## src/rtl/dcw_pkg.sv

```systemverilog
package dcw_pkg;

    typedef enum logic [1:0] {
        ST_QUIET   = 2'd0,
        ST_PERSIST = 2'd1,
        ST_TRIPPED = 2'd2
    } dcw_state_e;

endpackage

```

## src/rtl/dcw_mag_cmp.sv

```systemverilog
module dcw_mag_cmp #(
    parameter int SW = 12
) (
    input  logic [SW-1:0] smp,
    input  logic [SW-1:0] level,
    output logic          at_level
);

    logic [SW-1:0] mag;

    always_comb begin
        // Two's-complement negate; the most negative code maps to 2^(SW-1).
        mag      = smp[SW-1] ? (~smp + SW'(1)) : smp;
        at_level = (mag >= level);
    end

endmodule

```

## src/rtl/dcw_chan.sv

```systemverilog
module dcw_chan
    import dcw_pkg::*;
#(
    parameter int TW = 16
) (
    input  logic          clk,
    input  logic          rst_n,
    input  logic          valid,
    input  logic          at_level,
    input  logic [TW-1:0] hold_time,
    input  logic          clr,
    output logic          tripped
);

    dcw_state_e    state_q, state_d;
    logic [TW-1:0] cnt_q, cnt_d;
    logic [TW:0]   hold_eff;
    logic [TW:0]   cnt_inc;

    always_comb begin
        hold_eff = (hold_time == '0) ? (TW+1)'(1) : {1'b0, hold_time};
        cnt_inc  = {1'b0, cnt_q} + (TW+1)'(1);
    end

    always_comb begin
        state_d = state_q;
        cnt_d   = cnt_q;
        unique case (state_q)
            ST_QUIET: begin
                if (valid && at_level) begin
                    if (cnt_inc >= hold_eff) begin
                        state_d = ST_TRIPPED;           // trip
                        cnt_d   = '0;
                    end else begin
                        state_d = ST_PERSIST;           // start
                        cnt_d   = cnt_inc[TW-1:0];
                    end
                end
            end
            ST_PERSIST: begin
                if (valid) begin
                    if (!at_level) begin
                        state_d = ST_QUIET;             // drop
                        cnt_d   = '0;
                    end else if (cnt_inc >= hold_eff) begin
                        state_d = ST_TRIPPED;           // trip
                        cnt_d   = '0;
                    end else begin
                        cnt_d   = cnt_inc[TW-1:0];
                    end
                end
            end
            ST_TRIPPED: begin
                if (clr) begin
                    state_d = ST_QUIET;                 // release
                    cnt_d   = '0;
                end
            end
            default: begin
                state_d = ST_QUIET;
                cnt_d   = '0;
            end
        endcase
    end

    always_ff @(posedge clk or negedge rst_n) begin
        if (!rst_n) begin
            state_q <= ST_QUIET;
            cnt_q   <= '0;
        end else begin
            state_q <= state_d;
            cnt_q   <= cnt_d;
        end
    end

    always_comb begin
        tripped = (state_q == ST_TRIPPED);
    end

    AST_TRIP_ON_SAMPLE: assert property (@(posedge clk) disable iff (!rst_n)
        $rose(tripped) |-> $past(valid && at_level));
    AST_HOLD_TRIP: assert property (@(posedge clk) disable iff (!rst_n)
        (tripped && !clr) |=> tripped);
    AST_BELOW_CLEARS: assert property (@(posedge clk) disable iff (!rst_n)
        (valid && !at_level && !tripped) |=> (cnt_q == '0) && !tripped);
    AST_IDLE_HOLDS: assert property (@(posedge clk) disable iff (!rst_n)
        (!valid && !tripped) |=> $stable(cnt_q));

endmodule

```

## src/rtl/dcw_fault_merge.sv

```systemverilog
module dcw_fault_merge #(
    parameter int NCH = 4
) (
    input  logic [NCH-1:0] tripped,
    input  logic           sd_enable,
    output logic [NCH-1:0] sd_req,
    output logic           fault_out
);

    always_comb begin
        sd_req    = tripped & {NCH{sd_enable}};
        fault_out = |sd_req;
    end

endmodule

```

## src/rtl/dc_offset_watch.sv

```systemverilog
module dc_offset_watch #(
    parameter int NCH = 4,
    parameter int SW  = 12,
    parameter int TW  = 16
) (
    input  logic              clk,
    input  logic              rst_n,
    input  logic              smp_valid,
    input  logic [NCH*SW-1:0] smp_offset,
    input  logic [SW-1:0]     level,
    input  logic [TW-1:0]     hold_time,
    input  logic              sd_enable,
    input  logic [NCH-1:0]    clr,
    output logic [NCH-1:0]    fault_flag,
    output logic [NCH-1:0]    sd_req,
    output logic              fault_out
);

    logic [NCH-1:0] at_level;

    for (genvar g = 0; g < NCH; g++) begin : g_ch
        dcw_mag_cmp #(.SW(SW)) u_cmp (
            .smp      (smp_offset[g*SW +: SW]),
            .level    (level),
            .at_level (at_level[g])
        );
        dcw_chan #(.TW(TW)) u_chan (
            .clk       (clk),
            .rst_n     (rst_n),
            .valid     (smp_valid),
            .at_level  (at_level[g]),
            .hold_time (hold_time),
            .clr       (clr[g]),
            .tripped   (fault_flag[g])
        );
    end

    dcw_fault_merge #(.NCH(NCH)) u_merge (
        .tripped   (fault_flag),
        .sd_enable (sd_enable),
        .sd_req    (sd_req),
        .fault_out (fault_out)
    );

    AST_SD_NEEDS_EN: assert property (@(posedge clk) disable iff (!rst_n)
        (|sd_req) |-> sd_enable);
    AST_FAULT_RISE: assert property (@(posedge clk) disable iff (!rst_n)
        $rose(fault_out) |-> (sd_enable && (|fault_flag)));

endmodule

```

## config.mk

```make
export PLATFORM = sky130hd
export DESIGN_NAME = dc_offset_watch
export DESIGN_NICKNAME = d
export VERILOG_FILES = /design/src/rtl/dcw_pkg.sv /design/src/rtl/dcw_mag_cmp.sv /design/src/rtl/dcw_chan.sv /design/src/rtl/dcw_fault_merge.sv /design/src/rtl/dc_offset_watch.sv
export SDC_FILE = /design/constraint.sdc
export NUM_CORES = 1
export LEC_CHECK = 0
export BUFFER_PORTS_ARGS = -buffer_cell sky130_fd_sc_hd__buf_2
export CAP_MARGIN = 25
export CORE_MARGIN = 4
export CORE_UTILIZATION = 55
export DETAILED_ROUTE_END_ITERATION = 16
export GPL_TIMING_DRIVEN = 1
export PLACE_DENSITY = 0.8
export SYNTH_ARGS = -nofsm -noshare
export SYNTH_HDL_FRONTEND = slang
export SYNTH_HIERARCHICAL = 1
export SYNTH_SLANG_ARGS = --single-unit
export TNS_END_PERCENT = 1
```

## constraint.sdc

```tcl
create_clock -name clk -period 3.16 [get_ports clk]
set_clock_uncertainty 0.15 [all_clocks]
set_input_delay 0.632 -clock clk [delete_from_list [all_inputs] [get_ports clk]]
set_output_delay 0.632 -clock clk [all_outputs]
set_load 0.01 [all_outputs]
```

==> results of run 1 <==
[worst max-delay path by stage]
stage	slack, ns	to
final	-0.54	g_ch[0].u_chan/cnt_q[9]
after global routing	-0.63	g_ch[0].u_chan/cnt_q[0]
after floorplan	-0.53	g_ch[0].u_chan/cnt_q[12]
after global placement	-0.79	g_ch[3].u_chan/cnt_q[6]
after CTS	-0.47	g_ch[0].u_chan/cnt_q[9]
after detailed placement	-0.86	g_ch[0].u_chan/cnt_q[9]
[worst register-to-register path, cell delays in order, from the launching register on]
cell	delay, ns
dfrtp_1	0.37
ha_1	0.19
nand4_1	0.16
nor2_1	0.25
nand4_1	0.15
or2_2	0.31
nand2_1	0.12
ha_1	0.20
nor3b_1	0.05
or4b_1	0.50
o21ai_0	0.20
buf_4	0.15
nand4b_4	0.18
nor2_1	0.06
a211o_1	0.26
[metrics by stage]
stage / instance area [sq um] / cells / setup slack, ns / utilization / TNS (ns)
after global routing: 10630 / 1442 / -0.6305 / 0.7234 / -35.21
final: 10640 / 1443 / -0.5402 / 0.7236 / -25.83
after CTS: 10570 / 1441 / -0.4670 / 0.7192 / -23.76
after detailed placement: 10210 / 1427 / -0.8637 / 0.6949 / -55.74
after floorplan: 8366 / 1001 / -0.5258 / - / -33.98
after global placement: 10210 / 1427 / -0.7918 / 0.6949 / -51.70
[cell families (layout without fill, tap and decap cells)]
logic type	Yosys count	count (layout)	share of synthesized area
buffers and inverters	144	401	0.07089
AOI/OAI and AO/OA	177	177	0.1594
adders and majority gates	120	120	0.1802
xor gates and xnor gates	88	88	0.09613
other	0	1	0
DFF	72	72	0.2163
and+or+nand+nor	400	400	0.2771
[timing repair]
item                       CTS  global route
buffers inserted             0             1
setup endpoints to repair   72            72
pin swaps                   34            16
gates cloned                 0             0
gates resized for setup     17            16
[power groups by stage]
| stage | logic, uW | registers, uW | clock network (uW) |
|---|---|---|---|
| after global routing | 1340 | 1070 | 969 |
| after floorplan | 592 | 1090 | 0 |
| after CTS | 1160 | 1060 | 918 |
| after detailed placement | 1130 | 1070 | 0 |
| final | 1200 | 1060 | 910 |
| after global placement | 1090 | 1070 | 0 |
[sequential cells by signal, indices dropped and copies added (netlist names)]
register             flops
g_ch.u_chan/state_q      8
g_ch.u_chan/cnt_q       64
[per-layer routing]
metal,vias up,part of all wire
met1,3890,0.43
li1,4057,-
met3,85,0.063
met4,0,0.041
met5,-,0
met2,307,0.47
[cells in the final DEF (no fill, tap or decap), types with 23 or more instances in the layout]
master    count
dfrtp_1      72
nor2_1       23
buf_2        89
o21ai_0      43
nand2b_1     44
buf_4       163
nand4_1      28
nand2_1     147
ha_1        120
xnor2_1      64
inv_1       124
a21oi_1      23
[cell type report]
| cell class | instances | share of cell area |
|---|---|---|
| multi-input combinational | 785 | 0.5716 |
| sequential | 72 | 0.1694 |
| clock inverter | 1 | 0.0004705 |
| inverter | 124 | 0.04376 |
| tap | 184 | 0.02164 |
| antenna | 1 | 0.0002353 |
| clock buffer | 13 | 0.02353 |
| timing repair buffer | 263 | 0.1694 |
==> run_results.csv, run 1 <==
group,metric,value,unit
timing,rsz0062_at_grt,"true",
power,switching_power,1070,uW
setup_path,cp-start-kind,"input pin",
synth,ys.flop_type,"dfrtp_1",
drt,wl,23.61,mm
power,swShare,0.3374,
die,initial_core_util,0.5667,
global_routing,grt.busiest_layer,"met2",
synth,yosysSeqAreaShare,0.2163,
die,dieWidth,131.1,um
clocking,ctsHoldBuffers,0,
setup_path,required,3.22,ns
global_routing,grt-ovfl-total,0,
clocking,clk_path_buf_depth,2,
synth,ys_ff_latch,72,
status,status,"finished with violations",
setup_path,cp-end-kind,"flip-flop",
setup_path,cp_num_cells,13,
synth,yosys.cell_count.top_type,"nand2_1",
synth,async_flop_share,1.000,
power,p_leak,0.006112,uW
drt,drt_iter0_drc,648,
setup_path,rr_endpoint,"g_ch[3].u_chan/cnt_q[12]",
setup_path,arrival,3.76,ns
clocking,cts_max_level,3,
setup_path,critical-path-slowest-cell,"or4_4",
setup_path,crit_family,"simple AND/OR/NAND/NOR gates",
synth,synthTopCellsByCount,"nand2_1 (148), inv_1 (124), ha_1 (120), dfrtp_1 (72), xnor2_1 (64)",
clocking,cts_tree,"built",
drt,via_count,8339,
synth,yosysUniqueCellTypes,50,
clocking,cts_buffers,9,
job,cap_viol_max_count,0,
timing,worst_slew_pin_slew,0.5074,ns
synth,netlist_instances,1001,
drt,drc,0,
global_routing,grt_use_met1,0.3586,
die,die_area,17180,sq um
synth,postSynthAreaPerCell,8.322,sq um
layout,ff_latch_area,1802,sq um
timing,setup_ws,-0.5402,ns
global_routing,grt_pass1_wl,38.32,mm
setup_path,cp.buffers_inverters,1,
worst_hold_path,hp-class,"in2async",
timing,whs,0.1892,ns
timing,fin_crit,3.700,ns
power,ir_drop,235.9,uV
timing,slew_headroom,0.6617,
clocking,cts-root-buf,"clkbuf_16",
drt,wl_per_cell,16.36,um
setup_path,cp_cell_sequence,"buf_6 -> or3_4 -> or4_4 -> o41ai_4 -> xnor2_1 -> ha_1 -> a21o_1 -> a21o_1 -> a221o_1 -> and3b_2 -> nand4b_4 -> nor2_1 -> a211o_1",
global_routing,grt_pass1_vias,8206,
setup_path,critPathMaxFanout,8,
setup_path,timing.rr.start,"g_ch[3].u_chan/cnt_q[0]",
drt,dr.pass1.iters,6,
layout,fillers,1045,
layout,drive_above_1_share,0.2766,
clocking,clk_latency,0.33,ns
power,share_seq_of_total_power,0.335,
synth,synth_top_area_frac,0.2163,
setup_path,r2r_slack,-0.26,ns
die,dieHeight,131.1,um
global_routing,grt_max_degree,39,
setup_path,worstSetupPathType,"in2reg",
die,ios,93,
setup_path,timing.critical_path.mode_cell,"a21o_1",
clocking,clk_pin_slew,0.06,ns
timing,finalCritPeriodShare,1.171,
global_routing,grtUsageMet3,0.04579,
power,combPwrFrac,0.378,
placed_design,port_buffers,92,
synth,ys_warn_count,6,
power,clockPowerShare,0.287,
timing,finalMaxSlewViolations,0,
synth,synthesis.area,8330,sq um
synth,synth.area.top_cells,"dfrtp_1 (22%), ha_1 (18%), xnor2_1 (6.7%)",
timing,hold_viol_final,0,
global_routing,antenna_found_initial,1,
global_routing,gr-usage-met2,0.4624,
drt,vias_per_cell,5.779,
die,coreArea,14700,sq um
synth,synth-edff-count,0,
synth,syn-num-nets,1205,
timing,finalSetupViolCount,72,
setup_path,crit_start,"smp_offset[1]",
layout,area.growth.synth_to_final,27.68,%
die,row_count,44,
global_routing,track_usage,0.2760,
clocking,clkSinkCount,72,
power,power_density,298.2,nW/um^2
power,finalPower,3172,uW
synth,yosysTopAreaCell,"dfrtp_1",
setup_path,max_stage_delay,0.45,ns
status,violations,"setup timing",
power,p_int,2102,uW
timing,timing.fmax,270.3,MHz
layout,multi_input_area,6080,sq um
setup_path,reg2reg_depth,14,
layout,final_nets,1459,
placed_design,gp_congestion,0.9431,
drt,ant_nets,0,
placed_design,dp_hpwl,18.65,mm
No activity file was read; power rests on OpenSTA's default activity.
==> run 2, diff against run 1 <==
--- a/config.mk
+++ b/config.mk
@@ -7,6 +7,7 @@
 export LEC_CHECK = 0
 export BUFFER_PORTS_ARGS = -buffer_cell sky130_fd_sc_hd__buf_2
 export CAP_MARGIN = 25
+export CORE_ASPECT_RATIO = 0.7
 export CORE_MARGIN = 4
 export CORE_UTILIZATION = 55
 export DETAILED_ROUTE_END_ITERATION = 16
==> run 2 against run 1 <==
The run still ends with setup timing left. Register-to-register slack lost 0.03 ns. Final area grew 2.5%. Routed wire length grew 7.7%. Critical path depth is the same. Combinational power grew 7%. Setup slack gained 0.062 ns. Utilization grew 1.5 points. Largest power group unchanged.
==> run_results.csv, run 2 (synthesized netlist as in run 1, its figures left out) <==
group,metric,value,unit
status,status,"finished with violations",
status,violations,"setup timing",
global_routing,track_usage,0.2892,
global_routing,antenna_found_initial,0,
layout,largest_register_ffs,64,
placed_design,gp_congestion,0.8981,
die,dieWidth,155.1,um
timing,rsz0062_at_grt,"true",
timing,whs,0.1599,ns
timing,fin_crit,3.639,ns
power,clockPowerShare,0.323,
setup_path,critPathMaxFanout,5,
die,coreArea,14770,sq um
clocking,cts_max_level,3,
layout,area.growth.synth_to_final,30.88,%
die,row_count,37,
clocking,cts-root-buf,"clkbuf_16",
clocking,clkSinkCount,72,
worst_hold_path,hp-class,"in2async",
drt,wl,25.43,mm
setup_path,rr_endpoint,"g_ch[1].u_chan/cnt_q[12]",
layout,final_common_cell,"buf_4",
setup_path,reg2reg_depth,13,
placed_design,dp_hpwl,19.03,mm
timing,setup_ws,-0.4786,ns
global_routing,grt_pass1_vias,8315,
drt,dr.pass1.iters,5,
clocking,clk_pin_slew,0.06,ns
layout,reg_top3,"g_ch.u_chan/cnt_q: 64 flops, g_ch.u_chan/state_q: 8 flops",
power,swShare,0.3367,
setup_path,r2r_slack,-0.29,ns
layout,final_nets,1472,
drt,via_count,8615,
placed_design,port_buffers,92,
placed_design,placed_cells,1447,
power,p_int,2304,uW
clocking,clk_latency,0.34,ns
timing,tns,-23.97,ns
timing,hold_viol_final,0,
drt,wl_per_cell,17.34,um
drt,ant_nets,0,
timing,finalSetupViolCount,72,
power,p_leak,0.006257,uW
die,ios,93,
setup_path,required,3.24,ns
timing,worst_slew_pin_slew,0.6862,ns
global_routing,grt_max_degree,73,
timing,finalMaxSlewViolations,0,
layout,fillers,982,
power,ir_drop,213.9,uV
power,power_density,318.6,nW/um^2
timing,timing.fmax,274.8,MHz
power,share_seq_of_total_power,0.309,
setup_path,cp-start-kind,"input pin",
layout,drive_above_1_share,0.2948,
clocking,ctsHoldBuffers,0,
timing,finalCritPeriodShare,1.151,
setup_path,arrival,3.72,ns
clocking,cts_tree,"built",
power,finalPower,3474,uW
drt,vias_per_cell,5.873,
power,switching_power,1170,uW
global_routing,grt_pass1_wl,41.11,mm
die,die_area,17210,sq um
layout,largest_register,"g_ch.u_chan/cnt_q",
layout,instances_no_fill,1467,
die,dieHeight,111.0,um
die,initial_core_util,0.5641,
drt,drt_iter0_drc,865,
drt,drc,0,
clocking,clk_path_buf_depth,2,
job,cap_viol_max_count,0,
layout,final_cell_mix,"buf_4 (169), nand2_1 (144), inv_1 (124), ha_1 (120), buf_2 (88)",
setup_path,timing.rr.start,"g_ch[1].u_chan/cnt_q[1]",
clocking,cts_buffers,9,
setup_path,worstSetupPathType,"in2reg",
layout,diodes,0,
setup_path,cp-end-kind,"flip-flop",
timing,slew_headroom,0.5416,
global_routing,grt-ovfl-total,0,
power,combPwrFrac,0.368,
==> run 2: cell count changes in the layout (fill, tap and decap cells not counted), sizes merged <==
cell      previous run  this run
clkbuf              13        10
clkinvlp             0         1
bufinv               0         2
clkinv               1         2
nand4b               4         5
diode                1         0
buf                263       275
==> run 2: power groups by stage <==
stage          combinational (uW)  sequential [uW]  clock [uW]
3_3_place_gp                 1110             1080           0
3_5_place_dp                 1160             1080           0
5_1_grt                      1410             1080        1170
6_report                     1280             1070        1120
4_1_cts                      1210             1070        1140
2_1_floorplan                 592             1090           0
==> run 2: worst max-delay path by stage <==
stage,endpoint,cells after the start,slack (ns),from
detailed placement,g_ch[3].u_chan/cnt_q[2],15,-0.83,smp_offset[37]
CTS,g_ch[1].u_chan/cnt_q[12],13,-0.42,smp_offset[13]
finish,g_ch[1].u_chan/cnt_q[12],13,-0.48,smp_offset[13]
global placement,g_ch[3].u_chan/cnt_q[10],15,-0.77,smp_offset[37]
floorplan,g_ch[0].u_chan/cnt_q[12],12,-0.53,smp_offset[1]
global route,g_ch[1].u_chan/cnt_q[12],17,-0.54,smp_offset[12]
==> run 2: critical path: stages <==
cell,delay [ns]
buf_6,0.09
or3_4,0.38
or4_4,0.45
o41ai_4,0.23
xnor2_1,0.16
ha_1,0.27
a21o_1,0.19
a21o_1,0.17
a221o_1,0.37
and3b_2,0.27
nand4b_4,0.16
nor2_1,0.05
a211o_1,0.26
==> run 2: what timing repair did <==
action                                  4_1_cts  5_1_grt
cloned                                        1        0
gates resized for setup                      24       30
endpoints found under the setup margin       72       72
buffers inserted                              2        1
pin swaps                                    32       15
==> run 2: through the flow <==
stage / util / setup slack, ns / area (sq um)
2_1_floorplan: - / -0.5258 / 8366
3_3_place_gp: 0.6972 / -0.7665 / 10300
3_5_place_dp: 0.6972 / -0.8286 / 10300
4_1_cts: 0.7291 / -0.4215 / 10770
5_1_grt: 0.7383 / -0.5409 / 10900
6_report: 0.7383 / -0.4786 / 10900
==> run 2: final cells by class <==
type,instances,area [sq um],share of cell area
Clock buffer,10,239.0,0.02192
Clock inverter,5,81.33,0.007459
Inverter,124,465.4,0.04269
Multi-Input combinational cell,786,6142,0.5633
Sequential cell,72,1802,0.1653
Tap cell,195,244.0,0.02238
Timing Repair Buffer,275,1929,0.1770
==> run 2: layer usage <==
layer	part of all wire	GRT usage	up-vias
met5	0	0	-
met4	0.022	0.06588	0
met3	0.077	0.06438	56
met2	0.46	0.4628	364
met1	0.45	0.3990	4105
li1	-	-	4090
==> run 3, diff against run 2 <==
--- a/config.mk
+++ b/config.mk
@@ -9,10 +9,11 @@
 export CAP_MARGIN = 25
 export CORE_ASPECT_RATIO = 0.7
 export CORE_MARGIN = 4
-export CORE_UTILIZATION = 55
+export CORE_UTILIZATION = 35
 export DETAILED_ROUTE_END_ITERATION = 16
 export GPL_TIMING_DRIVEN = 1
-export PLACE_DENSITY = 0.8
+export PLACE_DENSITY = 0.53
+export SETUP_SLACK_MARGIN = 0.2
 export SYNTH_ARGS = -nofsm -noshare
 export SYNTH_HDL_FRONTEND = slang
 export SYNTH_HIERARCHICAL = 1
==> constraint.sdc (replaced) <==
create_clock -name clk -period 3.6 [get_ports clk]
set_clock_uncertainty 0.15 [all_clocks]
set_input_delay 0.72 -clock clk [delete_from_list [all_inputs] [get_ports clk]]
set_output_delay 0.72 -clock clk [all_outputs]
set_load 0.01 [all_outputs]
==> run 3 against run 2 <==
The flow still finishes with violations (setup timing). Utilization down 29 points. Via count down 12%. Sequential power down 11%. Largest power group is now the clock network. Cell count up 1.0%.
==> run_results.csv, run 3 (synthesized netlist as in run 1, its figures left out) <==
group,metric,value,unit
timing,worst_slew_pin_slew,0.6857,ns
drt,dr.pass1.iters,5,
placed_design,placed_cells,1463,
timing,whs,0.2748,ns
power,switching_power,986.6,uW
global_routing,grt_pass1_wl,37.95,mm
die,dieWidth,192.4,um
timing,hold_viol_final,0,
layout,multi_input_area,6138,sq um
power,swShare,0.3371,
clocking,ctsHoldBuffers,0,
layout,fillers,2334,
clocking,clk_path_buf_depth,2,
setup_path,required,3.68,ns
placed_design,dp_hpwl,18.70,mm
power,p_int,1940,uW
clocking,clk_latency,0.34,ns
layout,reg_top3,"g_ch.u_chan/cnt_q: 64 flops, g_ch.u_chan/state_q: 8 flops",
clocking,clk_pin_slew,0.06,ns
status,status,"finished with violations",
setup_path,arrival,3.77,ns
setup_path,critPathMaxFanout,7,
layout,area.growth.synth_to_final,23.21,%
die,dieHeight,137.1,um
drt,ant_nets,0,
placed_design,port_buffers,92,
layout,ff_latch_area,1802,sq um
layout,diodes,0,
timing,fin_crit,3.697,ns
drt,via_count,7583,
layout,final_common_cell,"nand2_1",
setup_path,timing.rr.start,"g_ch[2].u_chan/cnt_q[2]",
layout,largest_register_ffs,64,
clocking,cts_max_level,3,
global_routing,grt-ovfl-total,0,
die,row_count,46,
layout,drive_above_1_share,0.2350,
timing,finalCritPeriodShare,1.027,
power,share_seq_of_total_power,0.325,
clocking,cts_buffers,9,
power,power_density,285.2,nW/um^2
timing,timing.fmax,270.5,MHz
timing,tns,-1.033,ns
global_routing,track_usage,0.1788,
power,combPwrFrac,0.333,
global_routing,grt_pass1_vias,7220,
timing,setup_ws,-0.09745,ns
status,violations,"setup timing",
layout,final_cell_mix,"nand2_1 (145), inv_1 (124), ha_1 (120), buf_2 (87), dfrtp_1 (72)",
timing,finalSetupViolCount,19,
placed_design,gp_congestion,0.8210,
power,ir_drop,233.1,uV
global_routing,antenna_found_initial,0,
setup_path,cp-end-kind,"flip-flop",
layout,instances_no_fill,1482,
layout,largest_register,"g_ch.u_chan/cnt_q",
global_routing,grt_max_degree,49,
die,initial_core_util,0.3618,
timing,slew_headroom,0.5429,
worst_hold_path,hp-class,"in2async",
power,p_leak,0.005727,uW
clocking,clkSinkCount,72,
drt,vias_per_cell,5.117,
placed_design,dp_slack,-0.6144,ns
setup_path,crit_start,"smp_offset[13]",
die,coreArea,23020,sq um
die,die_area,26370,sq um
timing,rsz0062_at_grt,"true",
die,ios,93,
drt,drt_iter0_drc,450,
timing,finalMaxSlewViolations,0,
layout,final_nets,1369,
drt,drc,0,
power,clockPowerShare,0.342,
job,cap_viol_max_count,0,
drt,wl,23.35,mm
setup_path,cp-start-kind,"input pin",
clocking,cts-root-buf,"clkbuf_16",
clocking,cts_tree,"built",
setup_path,worstSetupPathType,"in2reg",
drt,wl_per_cell,15.76,um
[run 3: cell type report]
cell class / instances / area share
Clock buffer: 10 / 0.02328
Tap cell: 312 / 0.03803
Timing Repair Buffer: 173 / 0.1117
Inverter: 124 / 0.04535
Clock inverter: 6 / 0.008046
Multi-Input combinational cell: 785 / 0.5981
Sequential cell: 72 / 0.1755
[run 3: stage by stage]
stage	total power, uW	instance area (sq um)	utilization
CTS	2937	10170	0.4419
global route	3116	10260	0.4458
global placement	1860	9687	0.4208
detailed placement	1871	9687	0.4208
finish	2927	10260	0.4458
floorplan	1473	8366	-
[run 3: layer usage]
layer	vias to the layer above	track usage	wire, um
met2	116	0.2657	9771
li1	3870	-	-
met1	3586	0.2758	12650
met4	0	0.02059	148
met5	-	0	0
met3	11	0.03264	784
[run 3: worst max-delay path, stage by stage]
cell	delay [ns]
buf_6	0.09
or3_4	0.38
or4_4	0.45
o41ai_4	0.23
xnor2_1	0.16
ha_1	0.26
a21o_1	0.18
a21o_1	0.18
a221o_1	0.37
and3b_2	0.27
nand4b_4	0.16
nor2_1	0.06
a211o_1	0.26
[run 3: worst paths after layout]
path | endpoint | slack (ns) | depth (start not counted)
max reg2reg | g_ch[2].u_chan/cnt_q[12] | 0.09 | 11
min in group clk | g_ch[2].u_chan/state_q[0] | 0.38 | 2
max in group asynchronous | g_ch[1].u_chan/cnt_q[0] | 2.35 | 2
min reg2reg | g_ch[2].u_chan/state_q[0] | 0.38 | 2
max | g_ch[1].u_chan/cnt_q[12] | -0.1 | 13
min | g_ch[2].u_chan/cnt_q[10] | 0.27 | 1
[run 3: power by group through the flow]
stage	sequential [uW]	combinational (uW)	clock (uW)
floorplan	953	519	0
global placement	961	900	0
detailed placement	961	910	0
CTS	949	959	1030
global route	962	1100	1060
finish	951	975	1000
[run 3: what timing repair did]
item | in CTS | in global routing
buffers inserted | 3 | 0
resized for setup | 31 | 23
pin swaps | 24 | 17
setup endpoints to repair | 72 | 72
